--- src/rtl/scs_pkg.sv ---
package scs_pkg;

  typedef enum logic [1:0] {
    CLS_MODE = 2'b00,
    CLS_XFER = 2'b01,
    CLS_CTRL = 2'b10,
    CLS_PTR  = 2'b11
  } cmdClass_t;

  typedef enum logic [1:0] {
    FR_CMD,
    FR_WRITE,
    FR_READ,
    FR_SKIP
  } frame_t;

  // control -> datapath
  typedef struct packed {
    logic loadOut;
    logic readPhase;
  } ctlStrobe_t;

  // datapath -> control
  typedef struct packed {
    logic       frameStart;
    logic       byteValid;
    logic [7:0] byteData;
  } dpEvent_t;

endpackage

--- src/rtl/scs_datapath.sv ---
module scs_datapath
  import scs_pkg::*;
#(
  parameter int SYNC_STAGES = 2
) (
  input  logic       clk,
  input  logic       rst_n,
  input  logic       serStb,
  input  logic       serClk,
  input  logic       serDin,
  input  logic [7:0] keyData,
  input  ctlStrobe_t ctl,
  output dpEvent_t   ev,
  output logic       serDoutLow
);

  localparam int LAST_STAGE = SYNC_STAGES - 1;

  logic [SYNC_STAGES-1:0] clkSh, stbSh, dinSh;
  logic clkS, stbS, dinS;
  logic clkP, stbP;
  logic riseEv, fallEv;
  logic [2:0] bitCnt;
  logic [6:0] shIn;
  logic [7:0] shOut;
  logic       byteValidR;
  logic [7:0] byteDataR;
  logic       doutLowR;

  // synchronisers: idle values are strobe high, clock high
  always_ff @(posedge clk or negedge rst_n) begin
    if (!rst_n) begin
      clkSh <= {SYNC_STAGES{1'b1}};
      stbSh <= {SYNC_STAGES{1'b1}};
      dinSh <= '0;
    end else begin
      clkSh <= {clkSh[SYNC_STAGES-2:0], serClk};
      stbSh <= {stbSh[SYNC_STAGES-2:0], serStb};
      dinSh <= {dinSh[SYNC_STAGES-2:0], serDin};
    end
  end

  assign clkS = clkSh[LAST_STAGE];
  assign stbS = stbSh[LAST_STAGE];
  assign dinS = dinSh[LAST_STAGE];

  assign riseEv = ~stbS &  clkS & ~clkP;
  assign fallEv = ~stbS & ~clkS &  clkP;

  always_ff @(posedge clk or negedge rst_n) begin
    if (!rst_n) begin
      clkP       <= 1'b1;
      stbP       <= 1'b1;
      bitCnt     <= '0;
      shIn       <= '0;
      shOut      <= '1;
      byteValidR <= 1'b0;
      byteDataR  <= '0;
      doutLowR   <= 1'b0;
    end else begin
      clkP       <= clkS;
      stbP       <= stbS;
      byteValidR <= 1'b0;
      if (stbS) begin
        // framing restarts, any partial byte is lost
        bitCnt   <= '0;
        doutLowR <= 1'b0;
      end else begin
        if (riseEv) begin
          shIn   <= {dinS, shIn[6:1]};
          bitCnt <= bitCnt + 3'd1;
          if (bitCnt == 3'd7) begin
            byteValidR <= 1'b1;
            byteDataR  <= {dinS, shIn};
          end
        end
        if (ctl.loadOut) begin
          shOut <= keyData;
        end else if (fallEv && ctl.readPhase) begin
          shOut <= {1'b1, shOut[7:1]};
        end
        if (!ctl.readPhase) begin
          doutLowR <= 1'b0;
        end else if (fallEv && !ctl.loadOut) begin
          doutLowR <= ~shOut[0];
        end
      end
    end
  end

  assign ev         = {stbP & ~stbS, byteValidR, byteDataR};
  assign serDoutLow = doutLowR;

  // the pull-down lets go whenever the strobe is seen high
  a_r10_release_on_stb: assert property (@(posedge clk) disable iff (!rst_n)
    stbS |=> !serDoutLow);

  // no byte can complete while the strobe is high
  a_r8_no_byte_stb_high: assert property (@(posedge clk) disable iff (!rst_n)
    stbS |=> !ev.byteValid);

  // a completed byte needs eight clock edges, so pulses never touch
  a_r2_byte_spacing: assert property (@(posedge clk) disable iff (!rst_n)
    ev.byteValid |=> !ev.byteValid);

endmodule

--- src/rtl/scs_control.sv ---
module scs_control
  import scs_pkg::*;
#(
  parameter int RAM_DEPTH = 14,
  parameter int KEY_BYTES = 3,
  localparam int KIDX_W   = (KEY_BYTES > 1) ? $clog2(KEY_BYTES) : 1
) (
  input  logic              clk,
  input  logic              rst_n,
  input  dpEvent_t          ev,
  output ctlStrobe_t        ctl,
  output logic [KIDX_W-1:0] keyIdx,
  output logic              keyLoad,
  output logic              ramWrEn,
  output logic [3:0]        ramWrAddr,
  output logic [7:0]        ramWrData,
  output logic [1:0]        dispMode,
  output logic [2:0]        dimLevel,
  output logic              dispEnable,
  output logic              testMode
);

  localparam logic [3:0]        LAST_ADDR = 4'(RAM_DEPTH - 1);
  localparam logic [KIDX_W-1:0] KLAST     = KIDX_W'(KEY_BYTES - 1);

  frame_t     frame;
  logic       keyRead;
  logic       addrFixed;
  logic [3:0] curAddr;
  logic       loadPend;
  logic [7:0] b;

  assign b = ev.byteData;

  always_ff @(posedge clk or negedge rst_n) begin
    if (!rst_n) begin
      frame      <= FR_SKIP;
      dispMode   <= 2'b11;
      dimLevel   <= 3'b000;
      dispEnable <= 1'b0;
      keyRead    <= 1'b0;
      addrFixed  <= 1'b0;
      testMode   <= 1'b0;
      curAddr    <= '0;
      ramWrEn    <= 1'b0;
      ramWrAddr  <= '0;
      ramWrData  <= '0;
      keyIdx     <= '0;
      loadPend   <= 1'b0;
    end else begin
      ramWrEn  <= 1'b0;
      loadPend <= 1'b0;
      if (ev.frameStart) begin
        frame <= FR_CMD;
      end else if (ev.byteValid) begin
        case (frame)
          FR_CMD: begin
            case (b[7:6])
              CLS_MODE: begin
                if (b[1:0] != dispMode) begin
                  dispMode   <= b[1:0];
                  dispEnable <= 1'b0;
                end
                frame <= FR_SKIP;
              end
              CLS_XFER: begin
                keyRead   <= (b[1:0] == 2'b10);
                addrFixed <= b[2];
                testMode  <= b[3];
                if (b[1:0] == 2'b10) begin
                  frame    <= FR_READ;
                  keyIdx   <= '0;
                  loadPend <= 1'b1;
                end else begin
                  frame <= FR_SKIP;
                end
              end
              CLS_CTRL: begin
                dispEnable <= b[3];
                dimLevel   <= b[2:0];
                frame      <= FR_SKIP;
              end
              default: begin
                curAddr <= b[3:0];
                frame   <= keyRead ? FR_SKIP : FR_WRITE;
              end
            endcase
          end
          FR_WRITE: begin
            if (curAddr <= LAST_ADDR) begin
              ramWrEn   <= 1'b1;
              ramWrAddr <= curAddr;
              ramWrData <= b;
              if (!addrFixed) curAddr <= curAddr + 4'd1;
            end
          end
          FR_READ: begin
            keyIdx   <= (keyIdx == KLAST) ? '0 : keyIdx + 1'b1;
            loadPend <= 1'b1;
          end
          default: ;
        endcase
      end
    end
  end

  assign keyLoad       = loadPend;
  assign ctl.loadOut   = loadPend;
  assign ctl.readPhase = (frame == FR_READ);

  a_r7_write_in_range: assert property (@(posedge clk) disable iff (!rst_n)
    ramWrEn |-> (ramWrAddr <= LAST_ADDR));

  a_r5_auto_advance: assert property (@(posedge clk) disable iff (!rst_n)
    (ramWrEn && !addrFixed) |-> (curAddr == ramWrAddr + 4'd1));

  a_r6_fixed_pointer: assert property (@(posedge clk) disable iff (!rst_n)
    (ramWrEn && addrFixed) |-> (curAddr == ramWrAddr));

  a_r3_change_blanks: assert property (@(posedge clk) disable iff (!rst_n)
    !$stable(dispMode) |-> !dispEnable);

  a_r9_index_range: assert property (@(posedge clk) disable iff (!rst_n)
    keyIdx <= KLAST);

  a_r9_load_in_read: assert property (@(posedge clk) disable iff (!rst_n)
    keyLoad |-> (frame == FR_READ));

endmodule

--- src/rtl/strobe_cmd_slave.sv ---
module strobe_cmd_slave
  import scs_pkg::*;
#(
  parameter int RAM_DEPTH   = 14,
  parameter int KEY_BYTES   = 3,
  parameter int SYNC_STAGES = 2,
  localparam int KIDX_W     = (KEY_BYTES > 1) ? $clog2(KEY_BYTES) : 1
) (
  input  logic              clk,
  input  logic              rst_n,
  input  logic              serStb,
  input  logic              serClk,
  input  logic              serDin,
  output logic              serDoutLow,
  input  logic [7:0]        keyData,
  output logic [KIDX_W-1:0] keyIdx,
  output logic              keyLoad,
  output logic              ramWrEn,
  output logic [3:0]        ramWrAddr,
  output logic [7:0]        ramWrData,
  output logic [1:0]        dispMode,
  output logic [2:0]        dimLevel,
  output logic              dispEnable,
  output logic              testMode
);

  ctlStrobe_t ctl;
  dpEvent_t   ev;

  scs_datapath #(.SYNC_STAGES(SYNC_STAGES)) u_dp (
    .clk        (clk),
    .rst_n      (rst_n),
    .serStb     (serStb),
    .serClk     (serClk),
    .serDin     (serDin),
    .keyData    (keyData),
    .ctl        (ctl),
    .ev         (ev),
    .serDoutLow (serDoutLow)
  );

  scs_control #(.RAM_DEPTH(RAM_DEPTH), .KEY_BYTES(KEY_BYTES)) u_ctl (
    .clk        (clk),
    .rst_n      (rst_n),
    .ev         (ev),
    .ctl        (ctl),
    .keyIdx     (keyIdx),
    .keyLoad    (keyLoad),
    .ramWrEn    (ramWrEn),
    .ramWrAddr  (ramWrAddr),
    .ramWrData  (ramWrData),
    .dispMode   (dispMode),
    .dimLevel   (dimLevel),
    .dispEnable (dispEnable),
    .testMode   (testMode)
  );

endmodule

--- config.mk ---
export PLATFORM = sky130hd
export DESIGN_NAME = strobe_cmd_slave
export DESIGN_NICKNAME = d
export VERILOG_FILES = /design/src/rtl/scs_pkg.sv /design/src/rtl/scs_datapath.sv /design/src/rtl/scs_control.sv /design/src/rtl/strobe_cmd_slave.sv
export SDC_FILE = /design/constraint.sdc
export NUM_CORES = 1
export LEC_CHECK = 0
export CAP_MARGIN = 20
export CORE_ASPECT_RATIO = 1.5
export CORE_MARGIN = 1
export CORE_UTILIZATION = 41
export CTS_CLUSTER_SIZE = 30
export DETAILED_ROUTE_END_ITERATION = 8
export SETUP_SLACK_MARGIN = 0.15
export SLEW_MARGIN = 15
export SYNTH_ARGS = -nofsm -noshare
export SYNTH_HDL_FRONTEND = slang
export SYNTH_SLANG_ARGS = --single-unit
--- constraint.sdc ---
create_clock -name clk -period 3.03 [get_ports clk]
set_input_delay 0.7575 -clock clk [delete_from_list [all_inputs] [get_ports clk]]
set_output_delay 0.7575 -clock clk [all_outputs]
set_load 0.01 [all_outputs]
==> results list, run 1 <==
- Setup repair after global routing left no endpoint under its margin.
- Effective utilization at floorplan: 43.0%
- Setup clock skew after layout: 0.00601 ns
- Measured slew at the worst slew-check pin: 0.848 ns
- Overall die area: 7300 um2
- Delay of the slowest critical-path stage: 0.64 ns
- The tree is rooted in a sky130_fd_sc_hd__clkbuf_8.
- Among cell families on the critical path, the largest total delay comes from flip-flops.
* Setup Viol. Count Final: 0
* Placement row count: 36
* Worst path required time: 2.27 ns
* Count of buffers from port buffering: 36
* Post-route setup TNS: 0 ns
* Number of antenna diodes: 0
* Chain of cells forming the critical path: clkdlybuf4s50_1
- For this run, design rule violations remaining after detail routing come to 0.
* Static leakage power: 1.58 nW
- Final worst path period need: 2.36 ns
- The final count of hold timing violations was 0.
* Number of hold buffers added after cts: 0
- Share of cells above drive strength 1: 28.4%
* Hold Crit Class: reg -> reg
* Max-slew headroom at the worst pin: 43.3%
- Global router's overall resource usage: 15.7%
* Area occupied by multi-input gates: 1060 um2
* Violation count after the first detailed-routing iteration: 102
- Counting the fill cells in the layout gives 588.
- Synthesized netlist cell count: 216
- Nets: 274
* Kind of end point of the critical path: output pin
- Synthesis inferred 67 register bits.
- Width of the die: 70.1 um
* Total vias in the final route: 1750
* Portion of the post-synthesis area used by sequential elements: 59.6%
* Syn avg cell area: 13.2 um2
- Ranked by total cell area, the synthesized netlist is headed by sky130_fd_sc_hd__dfrtp_1 (43%), sky130_fd_sc_hd__dfstp_2 (17%), sky130_fd_sc_hd__mux2_2 (10%).
* Power per Cell Area: 495 nW/um2
- TritonCTS built the clock tree.
* Avg Vias per Cell: 5.19
- Together, buffers and inverters on the worst path number 1.
* Quantity of gates resized following cts: 0
- DPL Wire Length: 3380 um
- Clock buffer depth: 2
* Slowest-stage cell, CP: sky130_fd_sc_hd__dfrtp_1
* Antenna-violating nets left: 0
- Data on the critical path arrives at its endpoint at 1.60 ns.
- Vert. Die Dim: 104 um
- The first detailed-routing pass ran for 4 iterations.
- Leftover overflow at the end of global routing: 0
* Ratio of final minimum period to clock period: 77.9%
- Max-cap check violation count: 0
* Maximum operating frequency: 424 MHz
* Total length of routed wires: 5020 um
- The first global-routing pass estimated 8910 um of wire.
- Number of H-tree levels: 3
* Clock-pin slew reported for the worst setup and hold paths after clock tree synthesis: 0.07 ns
- Of all flip-flops after synthesis, the portion carrying an async set or reset was 100%.
- The run finished with clean final reports.
* Worst vdd rail ir drop: 317 uV
- Setup slack on the worst reg-to-reg path comes out at 0.97 ns.
- The synthesized design spends more area on one cell type than any other, namely sky130_fd_sc_hd__dfrtp_1.
* Post-CTS Setup Repair Bufs: 0
- Routability-driven placement finished with a final weighted congestion of 0.744.
- For this run, the number of Yosys warnings is 0.
* Pin count of the biggest net entering global routing: 68
* Critical path class: reg -> out
* Top-level port count: 37
- Standard cell core area: 6620 um2
- Average wire per standard cell: 14.9 um
- Clock tree synthesis found a total of 67 sinks.
- Summing every instance area after synthesis gives 2850 um2.
- The area growth from synthesis to layout is 20.4%.
- Total cell area at the placement stage: 3260 um2
* Number of distinct standard cells referenced by the synthesized netlist: 43
* Area taken by flip-flops and latches: 1700 um2
* Prevailing post-synth register cell: sky130_fd_sc_hd__dfrtp_1
* Worst Path Max Fanout: 11
- The number of antenna violations at the first check in global routing is 0.
* Share of the synthesized area in the top cell type: 43.0%
* Number of synthesized flops with an enable pin: 0
* Most common cell after layout, fill and taps aside: sky130_fd_sc_hd__dfrtp_1
- Vias in the first global route: 1848
* Clk Latency, worst-skew pair: 0.33 ns
- The finished cells cover 3430 um2.
- Element type at the critical path start: flip-flop
- Clock buffers created by TritonCTS: 9
* Pins Over Slew Limit: 0
* Commonest non-fill, non-tap cells in the layout: sky130_fd_sc_hd__dfrtp_1 (49), sky130_fd_sc_hd__clkdlybuf4s50_1 (35), sky130_fd_sc_hd__mux2_2 (26)
* Net count of the mapped netlist: 234
==> cell type report <==
type                       count  share of cell area (%)
tap                           76                    2.77
timing repair buffer          38                    10.8
sequential                    67                    49.5
multi-input combinational    131                    30.9
clock inverter                 2                   0.292
clock buffer                  14                    4.74
inverter                       9                   0.985
==> power breakdown <==
part	internal, mW	switching (mW)	total (mW)
clock	0.340	0.306	0.646
combinational	0.0482	0.0325	0.0807
sequential	0.944	0.0295	0.973
total	1.33	0.368	1.70
==> through the flow <==
stage	total power [mW]	hold WS, ns	util [%]	setup WS [ns]	instances
detailed placement	1.07	0.336	49.2	0.974	321
global placement	1.07	0.335	49.2	0.979	321
floorplan	1.02	0.331	-	1.07	216
global route	1.78	0.362	51.8	0.581	337
CTS	1.73	0.352	51.8	0.617	337
finish	1.70	0.348	51.8	0.671	337
==> flip-flops by register name, indices dropped and copies added, names as in the netlist, 3 cells and up <==
register,count
u_ctl.ramWrData,8
u_dp.bitCnt,3
u_ctl.curAddr,4
u_dp.byteDataR,8
u_ctl.ramWrAddr,4
u_dp.shOut,8
u_dp.shIn,7
u_ctl.dimLevel,3
==> metal layers <==
metal,up-vias,routed length [um],global-route usage [%]
li1,843,-,-
met5,-,0,0
met3,12,184,4.26
met4,0,138,9.29
met2,32,2430,24.0
met1,863,2270,19.8
==> final timing paths <==
| check | startpoint | to | depth (start not counted) |
|---|---|---|---|
| min reg2reg | u_dp.dinSh[0] | u_dp.dinSh[1] | 0 |
| max | u_ctl.keyLoad | keyLoad | 1 |
| max reg2reg | u_dp.stbSh[1] | u_ctl.dimLevel[0] | 4 |
| max in group asynchronous | rst_n | u_ctl.keyIdx[0] | 2 |
| min in group asynchronous | rst_n | u_ctl.ramWrEn | 2 |
| min | u_dp.dinSh[0] | u_dp.dinSh[1] | 0 |
==> cell families after synthesis <==
logic type	synth area share, %
AND/OR/NAND/NOR	9.48
multiplexers	17.8
AO/OA/AOI/OAI	6.76
flip-flops	59.6
buffers and inverters	3.20
adder cells (fa/ha/maj)	2.19
XOR/XNOR	0.922
==> cell usage after synthesis, types with 2 or more instances <==
master	instances
sky130_fd_sc_hd__inv_1	9
sky130_fd_sc_hd__or3b_2	2
sky130_fd_sc_hd__mux2_2	26
sky130_fd_sc_hd__nor4_1	2
sky130_fd_sc_hd__clkbuf_1	4
sky130_fd_sc_hd__ha_1	5
sky130_fd_sc_hd__nor2b_1	4
sky130_fd_sc_hd__dfrtp_1	49
sky130_fd_sc_hd__nand2_1	14
sky130_fd_sc_hd__a21oi_1	6
sky130_fd_sc_hd__o22a_1	3
sky130_fd_sc_hd__dfstp_2	18
sky130_fd_sc_hd__nor4bb_1	2
sky130_fd_sc_hd__nand2b_1	2
sky130_fd_sc_hd__xor2_1	2
sky130_fd_sc_hd__nor2_1	6
sky130_fd_sc_hd__nand3b_1	2
sky130_fd_sc_hd__nand3_1	3
sky130_fd_sc_hd__o21a_1	2
sky130_fd_sc_hd__mux2i_1	8
sky130_fd_sc_hd__o21ai_0	13
sky130_fd_sc_hd__a31oi_1	4
sky130_fd_sc_hd__mux2_4	9
sky130_fd_sc_hd__nor3_1	2
Note: power is estimated with default switching activity, not from simulation.
==> run 2, diff against run 1 <==
Clock period 3.03 ns to 2.35 ns, I/O delays scaled along.
==> results list, run 2 (synthesis results as in run 1) <==
- The worst setup path is captured at a flip-flop.
* Master cell of the clock root buffer: sky130_fd_sc_hd__clkbuf_8
* Pin count of the biggest net entering global routing: 47 (-31%)
* Power after layout: 2.39 mW (+40%)
- The number of failing setup endpoints in the final timing report is 0 (unchanged).
- Hold Crit Class: in -> async
* Number of H-tree levels: 3 (unchanged)
- The number of cell instances on the worst register-to-register path was 5 (+1).
- Clock buffer depth: 2 (unchanged)
* Measured slew at the worst slew-check pin: 0.850 ns (+0.00157 ns)
* Pins Over Slew Limit: 0 (unchanged)
* Leftover overflow at the end of global routing: 0 (unchanged)
- The leakage dissipation is 1.60 nW (+1.9%).
- Quantity of gates resized following cts: 0 (unchanged)
- The worst setup path is launched from a flip-flop.
- The worst path needs 2.01 ns of the cycle, external delays included.
* Registers with the most flip-flops: u_ctl.ramWrData (8), u_dp.byteDataR (8), u_dp.shOut (8)
- Average wire per standard cell: 14.8 um (-0.57%)
- Total length of routed wires: 5020 um (about the same)
* Max-cap check violation count: 0 (unchanged)
- The detailed-routing iteration count for the pre-antenna-repair pass was 4 (unchanged).
- Final cell utilization of the core: 52.8% (+1.0 points)
- The post-placement setup slack came to 0.325 ns (-0.649 ns).
- Global router's overall resource usage: 15.4% (-0.32 points)
- The number of core rows came to 36 (unchanged).
* Standard cell core area: 6620 um2 (unchanged)
* Signal arrival time at the worst endpoint: 2.23 ns (+0.63 ns)
- Result of the run: finished clean
- The total instance count after detailed placement came to 323 (+0.62%).
- Number of hold buffers added after cts: 0 (unchanged)
- The critical path is of the reg -> reg type.
- Ratio of final minimum period to clock period: 85.7%
* Power per Cell Area: 682 nW/um2 (+38%)
- Based on the critical path, the design can be clocked at up to 497 MHz.
- Worst vdd rail ir drop: 574 uV (+81%)
- The final antenna-violating net count was 0 (unchanged).
* Clk Latency, worst-skew pair: 0.34 ns (about the same)
- The height of the chip was 104 um (unchanged).
- The worst hold-check slack is 0.214 ns (-0.135 ns).
- The endpoint required time on the critical path is 2.57 ns (+0.30 ns).
- TritonCTS built the clock tree.
- The total negative slack for setup checks was 0 ns (unchanged).
* Wire length of the first global-routing pass: 8720 um (-2.1%)
- The number of global-route vias before repair is 1883 (+1.9%).
* Total vias in the final route: 1729 (-1.2%)
- The placer's final routability congestion estimate is 0.767 (+3.1%).
* Count of unresolved DRC violations after routing: 0 (unchanged)
- RSZ-0062 raised after global routing: no
- Effective utilization at floorplan: 43.0% (unchanged)
- Initial antenna violation count: 0 (unchanged)
- Count of buffers from port buffering: 36 (unchanged)
- Number of antenna diodes: 0 (unchanged)
* Post-CTS Setup Repair Bufs: 0 (unchanged)
* Max-slew headroom at the worst pin: 43.2% (-0.10 points)
- The worst clock skew on the final layout came to 0.00880 ns (+0.00279 ns).
- The number of buffers created by CTS came to 9 (unchanged).
* Nets: 276 (+0.73%)
- The finished layout cell area came to 3500 um2 (+2.0%).
- Number of standard cells in the final layout excluding fillers: 339 (+0.59%)
- The final count of hold timing violations was 0 (unchanged).
- The instance area at placement was 3290 um2 (+0.84%).
- Area Overhead vs Synth: 22.7%
- The number of placed I/O pins is 37 (unchanged).
* Overall die area: 7300 um2 (unchanged)
- In the layout the commonest cells are sky130_fd_sc_hd__dfrtp_1 (49), sky130_fd_sc_hd__clkdlybuf4s50_1 (35), sky130_fd_sc_hd__mux2_2 (26).
- The final worst slack is 0.336 ns (-0.335 ns).
- Share of cells above drive strength 1: 28.5% (+0.16 points)
- Clock-pin slew reported for the worst setup and hold paths after clock tree synthesis: 0.07 ns (about the same)
* Worst Path Max Fanout: 13 (+2)
- The average via count per standard cell was 5.10 (-1.8%).
* Width of the die: 70.1 um (unchanged)
* Violation count after the first detailed-routing iteration: 59 (-42%)
* Most common cell after layout, fill and taps aside: sky130_fd_sc_hd__dfrtp_1
- The total clock sinks was 67 (unchanged).
- DPL Wire Length: 3450 um (+2.1%)
-- run 2: cell count changes in the layout (fill, tap and decap cells not counted), sizes merged --
cell,before,now
clkinv,2,0
buf,3,5
bufinv,0,2
-- run 2: final timing paths --
kind | from | to | slack, ns
min in group clk | u_dp.dinSh[0] | u_dp.dinSh[1] | 0.35
hold reg to reg | u_dp.dinSh[0] | u_dp.dinSh[1] | 0.35
hold / removal | rst_n | u_ctl.ramWrEn | 0.21
setup / recovery | u_ctl.curAddr[0] | u_ctl.ramWrAddr[0] | 0.34
max in group asynchronous | rst_n | u_ctl.frame[0] | 1.46
setup reg to reg | u_ctl.curAddr[0] | u_ctl.ramWrAddr[0] | 0.34
-- run 2: routing by layer --
layer | part of all wire [%] | wire (um) | GRT usage, % | up-vias
met2 | 49 | 2470 | 25.0 | 27
met5 | 0 | 0 | 0 | -
met4 | 2.0 | 101 | 8.29 | 0
li1 | - | - | - | 846
met1 | 46 | 2290 | 18.3 | 846
met3 | 3.0 | 152 | 4.26 | 10
-- run 2: cell type report --
type	count	area, um2
well taps	76	95.1
clock inverters	2	60.1
clock buffers	14	153
multi-input cells	131	1060
fillers	586	3120
flip-flops and latches	67	1700
inverters	9	33.8
repair buffers	40	398
-- run 2: power breakdown --
group / switching, mW / total, mW / internal [mW]
sequential: 0.0367 / 1.25 / 1.22
combinational: 0.0434 / 0.109 / 0.0656
clock: 0.395 / 1.02 / 0.629
-- run 2: critical path, stage by stage (launching register included) --
cell	delay, ns
sky130_fd_sc_hd__dfrtp_1	0.43
sky130_fd_sc_hd__inv_1	0.09
sky130_fd_sc_hd__ha_1	0.20
sky130_fd_sc_hd__nor4bb_1	0.43
sky130_fd_sc_hd__or4_4	0.38
sky130_fd_sc_hd__mux2_2	0.36
